## src/rtl/tq_pkg.sv

```systemverilog
package tq_pkg;
    // Ternary code encoding; 2'b10 is never produced.
    typedef enum logic [1:0] {
        TQ_ZERO = 2'b00,
        TQ_POS  = 2'b01,
        TQ_NEG  = 2'b11
    } tq_code_e;

    typedef enum logic {
        PH_FILL = 1'b0,
        PH_EMIT = 1'b1
    } tq_phase_e;

    localparam int TQ_CPW     = 16;          // codes per output word
    localparam int TQ_LOG2CPW = 4;
    localparam int TQ_WORD_W  = 2 * TQ_CPW;  // 32-bit output word
endpackage

```

## src/rtl/tq_abs_accum.sv

```systemverilog
module tq_abs_accum #(
    parameter int W_WIDTH = 16,
    parameter int LOG2G   = 6,
    localparam int SUM_W  = W_WIDTH + LOG2G
) (
    input  logic                      clk,
    input  logic                      rst_n,
    input  logic                      clr,
    input  logic                      en,
    input  logic signed [W_WIDTH-1:0] din,
    output logic [SUM_W-1:0]          sum_q,
    output logic [SUM_W-1:0]          sum_nx
);
    logic [SUM_W-1:0]   sum_d;
    logic [W_WIDTH:0]   mag_w;
    logic signed [W_WIDTH:0] ext_w;

    always_comb begin
        ext_w = {din[W_WIDTH-1], din};
        mag_w = ext_w[W_WIDTH] ? W_WIDTH'(0) - ext_w : ext_w;
        sum_d = sum_q;
        if (clr) begin
            sum_d = '0;
        end else if (en) begin
            sum_d = sum_q + SUM_W'(mag_w);
        end
        sum_nx = sum_d;
    end

    always_ff @(posedge clk) begin
        if (!rst_n) sum_q <= '0;
        else        sum_q <= sum_d;
    end

    // the magnitude total never wraps while a group is collected
    p_sum_grows_r10: assert property (@(posedge clk) disable iff (!rst_n)
        (en && !clr) |=> (sum_q >= $past(sum_q)));
endmodule

```

## src/rtl/tq_classify.sv

```systemverilog
module tq_classify
    import tq_pkg::*;
#(
    parameter int W_WIDTH = 16,
    localparam int MAG_W  = W_WIDTH + 1
) (
    input  logic signed [W_WIDTH-1:0] w,
    input  logic [MAG_W-1:0]          mag,
    input  logic                      live,
    output tq_code_e                  code
);
    logic signed [W_WIDTH:0] ext_w;
    logic [W_WIDTH:0]        abs_w;
    logic [W_WIDTH+1:0]      dbl_w;
    logic [W_WIDTH+1:0]      mag_x;

    always_comb begin
        ext_w = {w[W_WIDTH-1], w};
        abs_w = ext_w[W_WIDTH] ? (W_WIDTH+1)'(0) - ext_w : ext_w;
        dbl_w = {abs_w, 1'b0};
        mag_x = {1'b0, mag};
        code  = TQ_ZERO;
        if (live && (dbl_w > mag_x)) begin
            code = w[W_WIDTH-1] ? TQ_NEG : TQ_POS;
        end
    end
endmodule

```

## src/rtl/tq_packer.sv

```systemverilog
module tq_packer
    import tq_pkg::*;
#(
    parameter int W_WIDTH = 16,
    localparam int MAG_W  = W_WIDTH + 1
) (
    input  logic                          clk,
    input  logic                          rst_n,
    input  logic                          chk_en,
    input  logic [TQ_CPW*W_WIDTH-1:0]     slots,
    input  logic [TQ_CPW-1:0]             live,
    input  logic [MAG_W-1:0]              mag,
    output logic [TQ_WORD_W-1:0]          word
);
    for (genvar j = 0; j < TQ_CPW; j++) begin : g_lane
        tq_code_e lane_code;

        tq_classify #(.W_WIDTH(W_WIDTH)) u_cls (
            .w    (slots[j*W_WIDTH +: W_WIDTH]),
            .mag  (mag),
            .live (live[j]),
            .code (lane_code)
        );

        assign word[2*j +: 2] = lane_code;

        // the unused encoding never reaches the output word
        p_legal_code_r2: assert property (@(posedge clk) disable iff (!rst_n)
            chk_en |-> (word[2*j +: 2] != 2'b10));

        // slots past the end of the group are padded with zero
        p_pad_zero_r6: assert property (@(posedge clk) disable iff (!rst_n)
            (chk_en && !live[j]) |-> (word[2*j +: 2] == 2'b00));
    end
endmodule

```

## src/rtl/tern_absmean_quant.sv

```systemverilog
module tern_absmean_quant
    import tq_pkg::*;
#(
    parameter int W_WIDTH = 16,
    parameter int GROUP   = 64,
    parameter int EPS     = 1,
    localparam int LOG2G  = $clog2(GROUP),
    localparam int MAG_W  = W_WIDTH + 1,
    localparam int SUM_W  = W_WIDTH + LOG2G,
    localparam int CNT_W  = LOG2G + 1,
    localparam int IDX_W  = CNT_W + TQ_LOG2CPW
) (
    input  logic                      clk,
    input  logic                      rst_n,
    input  logic                      in_valid,
    output logic                      in_ready,
    input  logic signed [W_WIDTH-1:0] in_weight,
    input  logic                      in_last,
    output logic                      out_valid,
    input  logic                      out_ready,
    output logic [TQ_WORD_W-1:0]      out_word,
    output logic                      out_last,
    output logic [MAG_W-1:0]          out_mag
);
    typedef struct packed {
        tq_phase_e        ph;
        logic [CNT_W-1:0] cnt;   // weights held for the current group
        logic [CNT_W-1:0] widx;  // output word being offered
        logic [MAG_W-1:0] mag;   // mean magnitude plus EPS
    } ctl_t;

    ctl_t ctl_q, ctl_d;

    logic signed [W_WIDTH-1:0] wbuf_q [GROUP];
    logic [SUM_W-1:0]          sum_q, sum_nx;
    logic                      take_in, take_out, drain_done;
    logic [CNT_W-1:0]          cnt_m1, last_widx;
    logic [TQ_CPW*W_WIDTH-1:0] slots;
    logic [TQ_CPW-1:0]         live;

    // ---------------- handshakes ----------------
    assign in_ready   = (ctl_q.ph == PH_FILL);
    assign out_valid  = (ctl_q.ph == PH_EMIT);
    assign take_in    = in_valid && in_ready;
    assign take_out   = out_valid && out_ready;
    assign cnt_m1     = ctl_q.cnt - CNT_W'(1);
    assign last_widx  = cnt_m1 >> TQ_LOG2CPW;
    assign out_last   = out_valid && (ctl_q.widx == last_widx);
    assign drain_done = take_out && out_last;
    assign out_mag    = ctl_q.mag;

    // ---------------- first pass: magnitude total ----------------
    tq_abs_accum #(.W_WIDTH(W_WIDTH), .LOG2G(LOG2G)) u_acc (
        .clk    (clk),
        .rst_n  (rst_n),
        .clr    (drain_done),
        .en     (take_in),
        .din    (in_weight),
        .sum_q  (sum_q),
        .sum_nx (sum_nx)
    );

    always_ff @(posedge clk) begin
        if (take_in) wbuf_q[ctl_q.cnt[LOG2G-1:0]] <= in_weight;
    end

    // ---------------- control ----------------
    always_comb begin
        ctl_d = ctl_q;
        case (ctl_q.ph)
            PH_FILL: begin
                if (take_in) begin
                    ctl_d.cnt = ctl_q.cnt + CNT_W'(1);
                    if (in_last || (ctl_q.cnt == CNT_W'(GROUP - 1))) begin
                        ctl_d.ph   = PH_EMIT;
                        ctl_d.widx = '0;
                        ctl_d.mag  = MAG_W'(sum_nx >> LOG2G) + MAG_W'(EPS);
                    end
                end
            end
            PH_EMIT: begin
                if (drain_done) begin
                    ctl_d.ph   = PH_FILL;
                    ctl_d.cnt  = '0;
                    ctl_d.widx = '0;
                end else if (take_out) begin
                    ctl_d.widx = ctl_q.widx + CNT_W'(1);
                end
            end
            default: ctl_d = ctl_q;
        endcase
    end

    always_ff @(posedge clk) begin
        if (!rst_n) begin
            ctl_q <= '{ph: PH_FILL, cnt: '0, widx: '0, mag: '0};
        end else begin
            ctl_q <= ctl_d;
        end
    end

    // ---------------- second pass: fetch slots for one word ----------------
    for (genvar j = 0; j < TQ_CPW; j++) begin : g_fetch
        logic [IDX_W-1:0] idx;
        assign idx      = (IDX_W'(ctl_q.widx) << TQ_LOG2CPW) | IDX_W'(j);
        assign live[j]  = out_valid && (idx < IDX_W'(ctl_q.cnt));
        assign slots[j*W_WIDTH +: W_WIDTH] = live[j] ? wbuf_q[idx[LOG2G-1:0]] : '0;
    end

    tq_packer #(.W_WIDTH(W_WIDTH)) u_pack (
        .clk    (clk),
        .rst_n  (rst_n),
        .chk_en (out_valid),
        .slots  (slots),
        .live   (live),
        .mag    (ctl_q.mag),
        .word   (out_word)
    );

    // ---------------- assertions ----------------
    // a stalled word holds all its outputs
    p_stall_hold_r9: assert property (@(posedge clk) disable iff (!rst_n)
        (out_valid && !out_ready) |=> (out_valid && $stable(out_word)
                                       && $stable(out_last) && $stable(out_mag)));

    // no weight is taken while a group drains
    p_no_fill_in_drain_r8: assert property (@(posedge clk) disable iff (!rst_n)
        out_valid |-> !in_ready);

    // the denominator stays fixed across the words of a group
    p_mag_steady_r3: assert property (@(posedge clk) disable iff (!rst_n)
        (out_valid && !drain_done) |=> $stable(out_mag));

    // the held count never exceeds the group size
    p_cnt_bound_r6: assert property (@(posedge clk) disable iff (!rst_n)
        ctl_q.cnt <= CNT_W'(GROUP));

    // the final accepted weight opens the drain in the next cycle
    p_emit_next_r7: assert property (@(posedge clk) disable iff (!rst_n)
        (take_in && in_last) |=> out_valid);
endmodule

```

## config.mk

```make
export PLATFORM = sky130hd
export DESIGN_NAME = tern_absmean_quant
export DESIGN_NICKNAME = d
export VERILOG_FILES = /design/src/rtl/tq_pkg.sv /design/src/rtl/tq_abs_accum.sv /design/src/rtl/tq_classify.sv /design/src/rtl/tq_packer.sv /design/src/rtl/tern_absmean_quant.sv
export SDC_FILE = /design/constraint.sdc
export NUM_CORES = 2
export LEC_CHECK = 0
export ABC_CLOCK_PERIOD_IN_PS = 7650
export CAP_MARGIN = 20
export CELL_PAD_IN_SITES_DETAIL_PLACEMENT = 1
export CELL_PAD_IN_SITES_GLOBAL_PLACEMENT = 2
export CORE_MARGIN = 2
export CORE_UTILIZATION = 35
export DETAILED_ROUTE_END_ITERATION = 10
export PLACE_DENSITY = 0.74
export SLEW_MARGIN = 10
export SYNTH_ARGS = -nofsm -noshare
export SYNTH_HDL_FRONTEND = slang
export SYNTH_SLANG_ARGS = --single-unit
```

## constraint.sdc

```tcl
create_clock -name clk -period 7.65 [get_ports clk]
set_clock_uncertainty 0.1 [all_clocks]
set_input_delay 1.53 -clock clk [delete_from_list [all_inputs] [get_ports clk]]
set_output_delay 1.53 -clock clk [all_outputs]
set_load 0.02 [all_outputs]
```

* Word-level counts from Yosys, hierarchy flattened
Memory sizes are Yosys's and may differ from the RTL's. A register that Yosys moved wholly into a read port is not among the register bits.
Index checks and enable logic that the tools add are counted.
** Storage, ports and cells
- Output and inout bits :: 52
- Memories :: 1
- Input port bits :: 21
- Bits in latches :: 0
- Memory bits (read-only) :: 0
- Memory bits (writable) :: 1024
- Register bits after elaboration :: 54
** Operators by class
- Multipliers :: 0
- Div/mod/pow operators :: 0
- Mux-type cells :: 108
- Bitwise operators :: 2
- Shifts and indexed selects :: 0
- Add/sub/neg operators :: 22
- Order comparisons :: 32
- Equal/unequal tests :: 6
- Reductions and logical operators :: 41
** Memory list
- wbuf_q :: depth 64, bits a word 16, rd ports 16, clocked after Yosys merged registers in 16, write ports 1, RTL line tern_absmean_quant.sv:34 : logic signed [W_WIDTH-1:0] wbuf_q [GROUP];
** Operators by type and width (count)
- 2-to-1 mux 17 bit :: 17
- subtractor 1 x 16 -> 17 bit (first input constant) :: 17
- greater-than comparator 18 x 17 -> 1 bit :: 16
- 2-to-1 mux 16 bit :: 16
- 2-to-1 mux 6 bit :: 32
- < comparator 11 x 7 -> 1 bit :: 16
- 2-to-1 mux 2 bit :: 32
- 2-to-1 mux 22 bit :: 2
- logical AND 1 bit :: 36
- 2-to-1 mux 32 bit :: 1
- one-hot mux 15 bit (2 select lines) :: 1
- 2-to-1 mux 24 bit :: 1
- adder 22 x 17 -> 22 bit :: 1
- adder 16 x 1 -> 17 bit (second input constant) :: 1
- adder 7 x 1 -> 7 bit (second input constant) :: 2
- 2-to-1 mux 7 bit :: 2
- 2-to-1 mux 8 bit :: 1
- equality test 7 x 3 -> 1 bit :: 1
- equality test 7 x 6 -> 1 bit (second input constant) :: 1
- subtractor 7 x 1 -> 7 bit (second input constant) :: 1
- inequality test 2 x 1 -> 1 bit (second input constant) :: 3
- AND reduction 3 bit :: 2
- 2-to-1 mux 1 bit :: 3
- inequality test 3 x 1 -> 1 bit (second input constant) :: 1
- 4 further kinds :: 5

* Longest topological paths before layout
- Depth in word-level cells :: 11
- Depth in mapped cells :: 24
- Gate-level depth less buffers :: 23

* Modules after synthesis
From an unflattened synthesis, not the netlist that was laid out.
** Unflattened totals
- Cell total of the unflattened synthesis :: 3963
- Area, all modules :: 55453.2 um^2
** By module, submodules not included
- tern_absmean_quant :: area each 41174.5 um^2, cells each 1985, sequential area each 31430.1 um^2, times used 1
- tq_classify at u_pack.g_lane[12].u_cls ... :: area each 734.5 um^2, cells each 103, sequential area each 0.0 um^2, times used 10
- tq_abs_accum :: area each 2452.4 um^2, cells each 334, sequential area each 440.4 um^2, times used 1
- tq_classify at u_pack.g_lane[0].u_cls ... :: area each 753.2 um^2, cells each 100, sequential area each 0.0 um^2, times used 3
- tq_classify at u_pack.g_lane[7].u_cls :: area each 757.0 um^2, cells each 104, sequential area each 0.0 um^2, times used 1
- tq_classify at u_pack.g_lane[8].u_cls :: area each 740.7 um^2, cells each 104, sequential area each 0.0 um^2, times used 1
- tq_classify at u_pack.g_lane[9].u_cls :: area each 724.4 um^2, cells each 106, sequential area each 0.0 um^2, times used 1

* Least setup slack after synthesis
OpenSTA, ideal clock, no wires.
- Path type :: reg2out
- Start :: reg ctl_q[29] (netlist name)
- End :: out out_word[27]
- Path slack :: 1.498 ns
- Required time :: 6.020 ns
- Data arrival time :: 4.522 ns
- Cell stages (with the launch flop) :: 22
- Path through :: dfxtp_1 clkbuf_1 inv_1 ha_1 a21oi_1 nand3_1 o21ba_2 clkbuf_1 nand2_1 nand2b_1 ha_1 or3_1 a21oi_1 ha_1 a21o_1 a21o_1 a211oi_1 o21ai_0 a221o_1 a21o_1 a211oi_1 nor3_1
** On the way
- Word-level cells in the longest chain between the ends :: 8
** Ends and longest elaborated chain
- start: declaration :: RTL line tern_absmean_quant.sv:32 : ctl_t ctl_q, ctl_d;
- start signal: assignment :: RTL line tern_absmean_quant.sv:96 : ctl_q <= '{ph: PH_FILL, cnt: '0, widx: '0, mag: '0};
- start signal: assignment :: RTL line tern_absmean_quant.sv:98 : ctl_q <= ctl_d;
- < comparator 11 x 7 -> 1 bit * :: RTL line tern_absmean_quant.sv:106 : assign live[j] = out_valid && (idx < IDX_W'(ctl_q.cnt));
- logical AND 1 bit * :: RTL line tern_absmean_quant.sv:106
- 2-to-1 mux 16 bit :: RTL line tern_absmean_quant.sv:107 : assign slots[j*W_WIDTH +: W_WIDTH] = live[j] ? wbuf_q[idx[LOG2G-1:0]] : '0;
- subtractor 1 x 16 -> 17 bit :: RTL line tq_classify.sv:19 : abs_w = ext_w[W_WIDTH] ? (W_WIDTH+1)'(0) - ext_w : ext_w;
- 2-to-1 mux 17 bit :: RTL line tq_classify.sv:19
- greater-than comparator 18 x 17 -> 1 bit :: RTL line tq_classify.sv:23 : if (live && (dbl_w > mag_x)) begin
- logical AND 1 bit :: RTL line tq_classify.sv:23
- 2-to-1 mux 2 bit * :: RTL line tq_classify.sv:23
- end: declaration :: RTL line tern_absmean_quant.sv:21 : output logic [TQ_WORD_W-1:0] out_word,
Mark *: on every way between the ends. The rest lies on a longest branch, timed or not.

==> summary.txt <==
Worst hold path
  • Worst Hold Path EP: u_acc.sum_q[5]
  • Worst hold-check path type: reg -> reg
  • Hold Crit Depth: 2
  • Min-delay src: u_acc.sum_q[5]

Run
  • Max-cap violations: 0

Cells and area
  • Multi-input gate area: 21100 um^2
  • Post-Route Utilization: 0.403
  • Layout fillers: 15500
  • Area Growth Syn to Fin: 14.1%
  • Layout cells sized above 1: 0.172
  • FF+latch area: 31900 um^2
  • Post-layout nets: 4327

Clock network
  • CTS Buffer Depth: 3
  • Inserted Clock Buffers: 113
  • H-tree Lvls: 3
  • Clk sinks: 1080
  • Root Buffer Master: clkbuf_16
  • Worst skew pair latency: 0.74 ns
  • Worst-path clk slew: 0.06 ns
  • CTS tree: done

Placed design
  • Port Buffers: 72
  • Final GP Congestion: 0.827
  • Post-place setup slack: 0.274 ns
  • Detail Placement HPWL: 106000 um

Synthesis
  • Syn Nets: 4124
  • Cells after synthesis: 3804
  • Number of flops mapped to enable cells by yosys: 1024
  • Seq/Total Area, Yosys: 0.592
  • Fraction of registers with async set/reset: 0
  • Post-Syn Area: 53800 um^2
  • Synth Register Bits: 1080
  • Synth warnings: 0
  • Syn_area_per_cell: 14.1 um^2
  • Distinct cells, synth: 87
  • Synth Flop Type: edfxtp_1

Setup path
  • Critical R2R Launch: u_acc.sum_q[0]
  • Reg-to-Reg End: out_mag[14]
  • Crit-path max FO: 34
  • Worst EP required: 6.02 ns
  • R2R depth: 13
  • Register-to-Register Setup Slack: 3.64 ns
  • CP Data Arrival Time: 5.76 ns
  • CP startpoint kind: register
  • Crit path kind: reg -> out
  • CP Capture Type: output port

Floorplan
  • Initial Util: 0.353
  • Total core area: 152000 um^2
  • IO Pins: 73
  • Die Y-Extent: 396 um
  • Die area: 157000 um^2
  • Row cnt: 143
  • Die width: 396 um

Route
  • DRC viols: 0
  • WL final: 162000 um
  • DR vias/cell: 5.46
  • Via count: 33400
  • Post-DRT Antenna Nets: 0
  • Wirelength per Cell: 26.4 um
  • First-pass DRT Iterations: 5
  • Initial DRC Count: 2537

Timing
  • Count of pins over their slew limit: 0
  • Max transition margin: 0.249
  • Tcrit/Tclk final: 0.966
  • Count of final setup violators: 0
  • Achievable frequency: 0.135 GHz
  • Final hold violation count: 0
  • Fin Hold WS: 0.369 ns
  • Worst-Margin Slew: 1.12 ns
  • Min cycle time layout: 7.39 ns
  • Final WS setup: 0.262 ns

Status
  • Outcome: finished, final reports clean

GRT
  • Gr ovfl total: 0
  • Total track usage: 0.205
  • Largest net degree at the start of global routing: 67
  • First-pass GRT wire length: 239000 um
  • Vias in the first global route: 35200
  • Antenna violations before repair: 14

Power
  • Leak: 20.8 nW
  • Power per cell area: 225 nW/um^2
  • Gate power share: 0.140
  • Clk pwr share: 0.386
  • Part of the power in registers: 0.473
  • Net Switching: 3.57 mW
  • Max VDD drop: 172 uV
  • Net Sw Frac: 0.259
  • Internal: 10.2 mW
  • Total power draw: 13.8 mW
worst max path at each step:
stage / start / to / cells after the start
floorplan: ctl_q[29] / out_word[27] / 21
global placement: in_weight[5] / out_mag[14] / 17
detailed placement: ctl_q[29] / out_word[29] / 22
CTS: ctl_q[29] / out_word[26] / 24
global route: ctl_q[30] / out_word[20] / 20
finish: register / out_word[4] / 17
per-stage QoR:
| stage | cells | instance area (um^2) | setup TNS [ns] |
|---|---|---|---|
| 2_1_floorplan | 3804 | 53800 | 0 |
| 3_3_place_gp | 5912 | 57500 | 0 |
| 3_5_place_dp | 5912 | 57500 | 0 |
| 4_1_cts | 6119 | 61200 | 0 |
| 5_1_grt | 6126 | 61400 | -0.0133 |
| 6_report | 6127 | 61400 | 0 |
flip-flops by register name (all words and copies together) (netlist names), named ones only:
name and count:
u_acc.sum_q 22, out_valid 1, ctl_q 14, out_mag 17, wbuf_q 1024
cells in the mapped netlist, types with 57 or more instances:
cell type	instances	share of area
clkbuf_1	64	0.0045
a21o_1	65	0.0091
nand3_1	57	0.0053
xnor2_1	67	0.011
o21a_1	65	0.0091
edfxtp_1	1024	0.57
ha_1	298	0.069
o21ai_0	163	0.015
nor2_1	414	0.029
nand2_1	222	0.015
a21oi_1	160	0.015
xor2_1	161	0.026
mux4_2	251	0.11
inv_1	64	0.0045
logic make-up (layout without fill, tap and decap cells):
family                   Yosys count  in the layout  share of synthesized area
AND/OR/NAND/NOR                 1085           1085                     0.0977
multiplexers                     279            279                      0.110
XOR/XNOR                         228            228                     0.0371
AO/OA/AOI/OAI                    621            621                     0.0730
buffers and inverters            211            503                     0.0200
flip-flops                      1080           1080                      0.592
other                              1              2                  0.0000697
adder cells (fa/ha/maj)          299            299                     0.0696
power by group through the flow:
stage | Clock (mW) | Combinational [mW] | Sequential [mW]
6_report | 5.33 | 1.94 | 6.54
5_1_grt | 5.64 | 2.13 | 6.54
4_1_cts | 5.44 | 1.94 | 6.54
3_5_place_dp | 0 | 1.91 | 6.67
3_3_place_gp | 0 | 1.88 | 6.67
2_1_floorplan | 0 | 1.30 | 6.64
metal layers:
layer | up-vias | share of wire | GRT usage
met3 | 196 | 0.039 | 0.0220
met5 | - | 0.00017 | 0
met4 | 4 | 0.025 | 0.0562
met1 | 17400 | 0.44 | 0.271
li1 | 15100 | - | -
met2 | 726 | 0.50 | 0.357
what timing repair did:
| action | 4_1_cts | 5_1_grt |
|---|---|---|
| hold buffers | 0 | 0 |
| pin swaps | 0 | 2 |
| endpoints found under the setup margin | 16 | 28 |
| endpoints found under the hold margin | 0 | 0 |
| resized for setup | 17 | 39 |
| buffers inserted | 3 | 4 |
layout by cell type (no fill, tap or decap), types with 13 or more instances in the layout:
cell type	n
o21ai_0	154
clkinv_2	19
a211oi_1	18
nor3_1	48
nand2b_1	46
clkinvlp_4	13
o21a_1	65
nor2_1	403
xnor2_1	67
a21o_1	63
edfxtp_1	1024
a21oi_1	155
or3_1	43
ha_1	298
mux2i_1	21
or2_2	20
clkdlybuf4s50_1	49
buf_4	162
nor4_1	29
nand4_1	45
xor2_1	161
nor2b_1	54
and3_1	19
inv_1	48
mux4_2	251
o31ai_1	36
inv_2	16
clkbuf_16	114
clkbuf_1	23
nand3_1	56
dfxtp_1	51
nand2_1	221
o21ai_1	25
clkinv_1	19
worst max-delay path: stages, from the launching register on:
cell and delay, ns:
dfxtp_4 0.50, buf_4 0.26, buf_16 0.27, mux4_2 0.59
nor4_1 0.40, nor2b_1 0.22, and2b_1 0.23, nand3b_1 0.12
a211o_1 0.36, o21ai_1 0.18, xor2_1 0.19, nor2_1 0.07
ha_1 0.28, nand2_1 0.06, or4_1 0.53, nand2_1 0.09
nor2_1 0.09, clkdlybuf4s50_1 0.56
final cells by class:
class                   count  share of cell area
diodes                      1           0.0000408
clock buffers             137              0.0479
clock inverters            67              0.0100
inverters                  65             0.00397
multi-input cells        2513               0.343
flip-flops and latches   1080               0.519
well taps                2030              0.0414
repair buffers            234              0.0340
(Power assumes the default switching activity.)
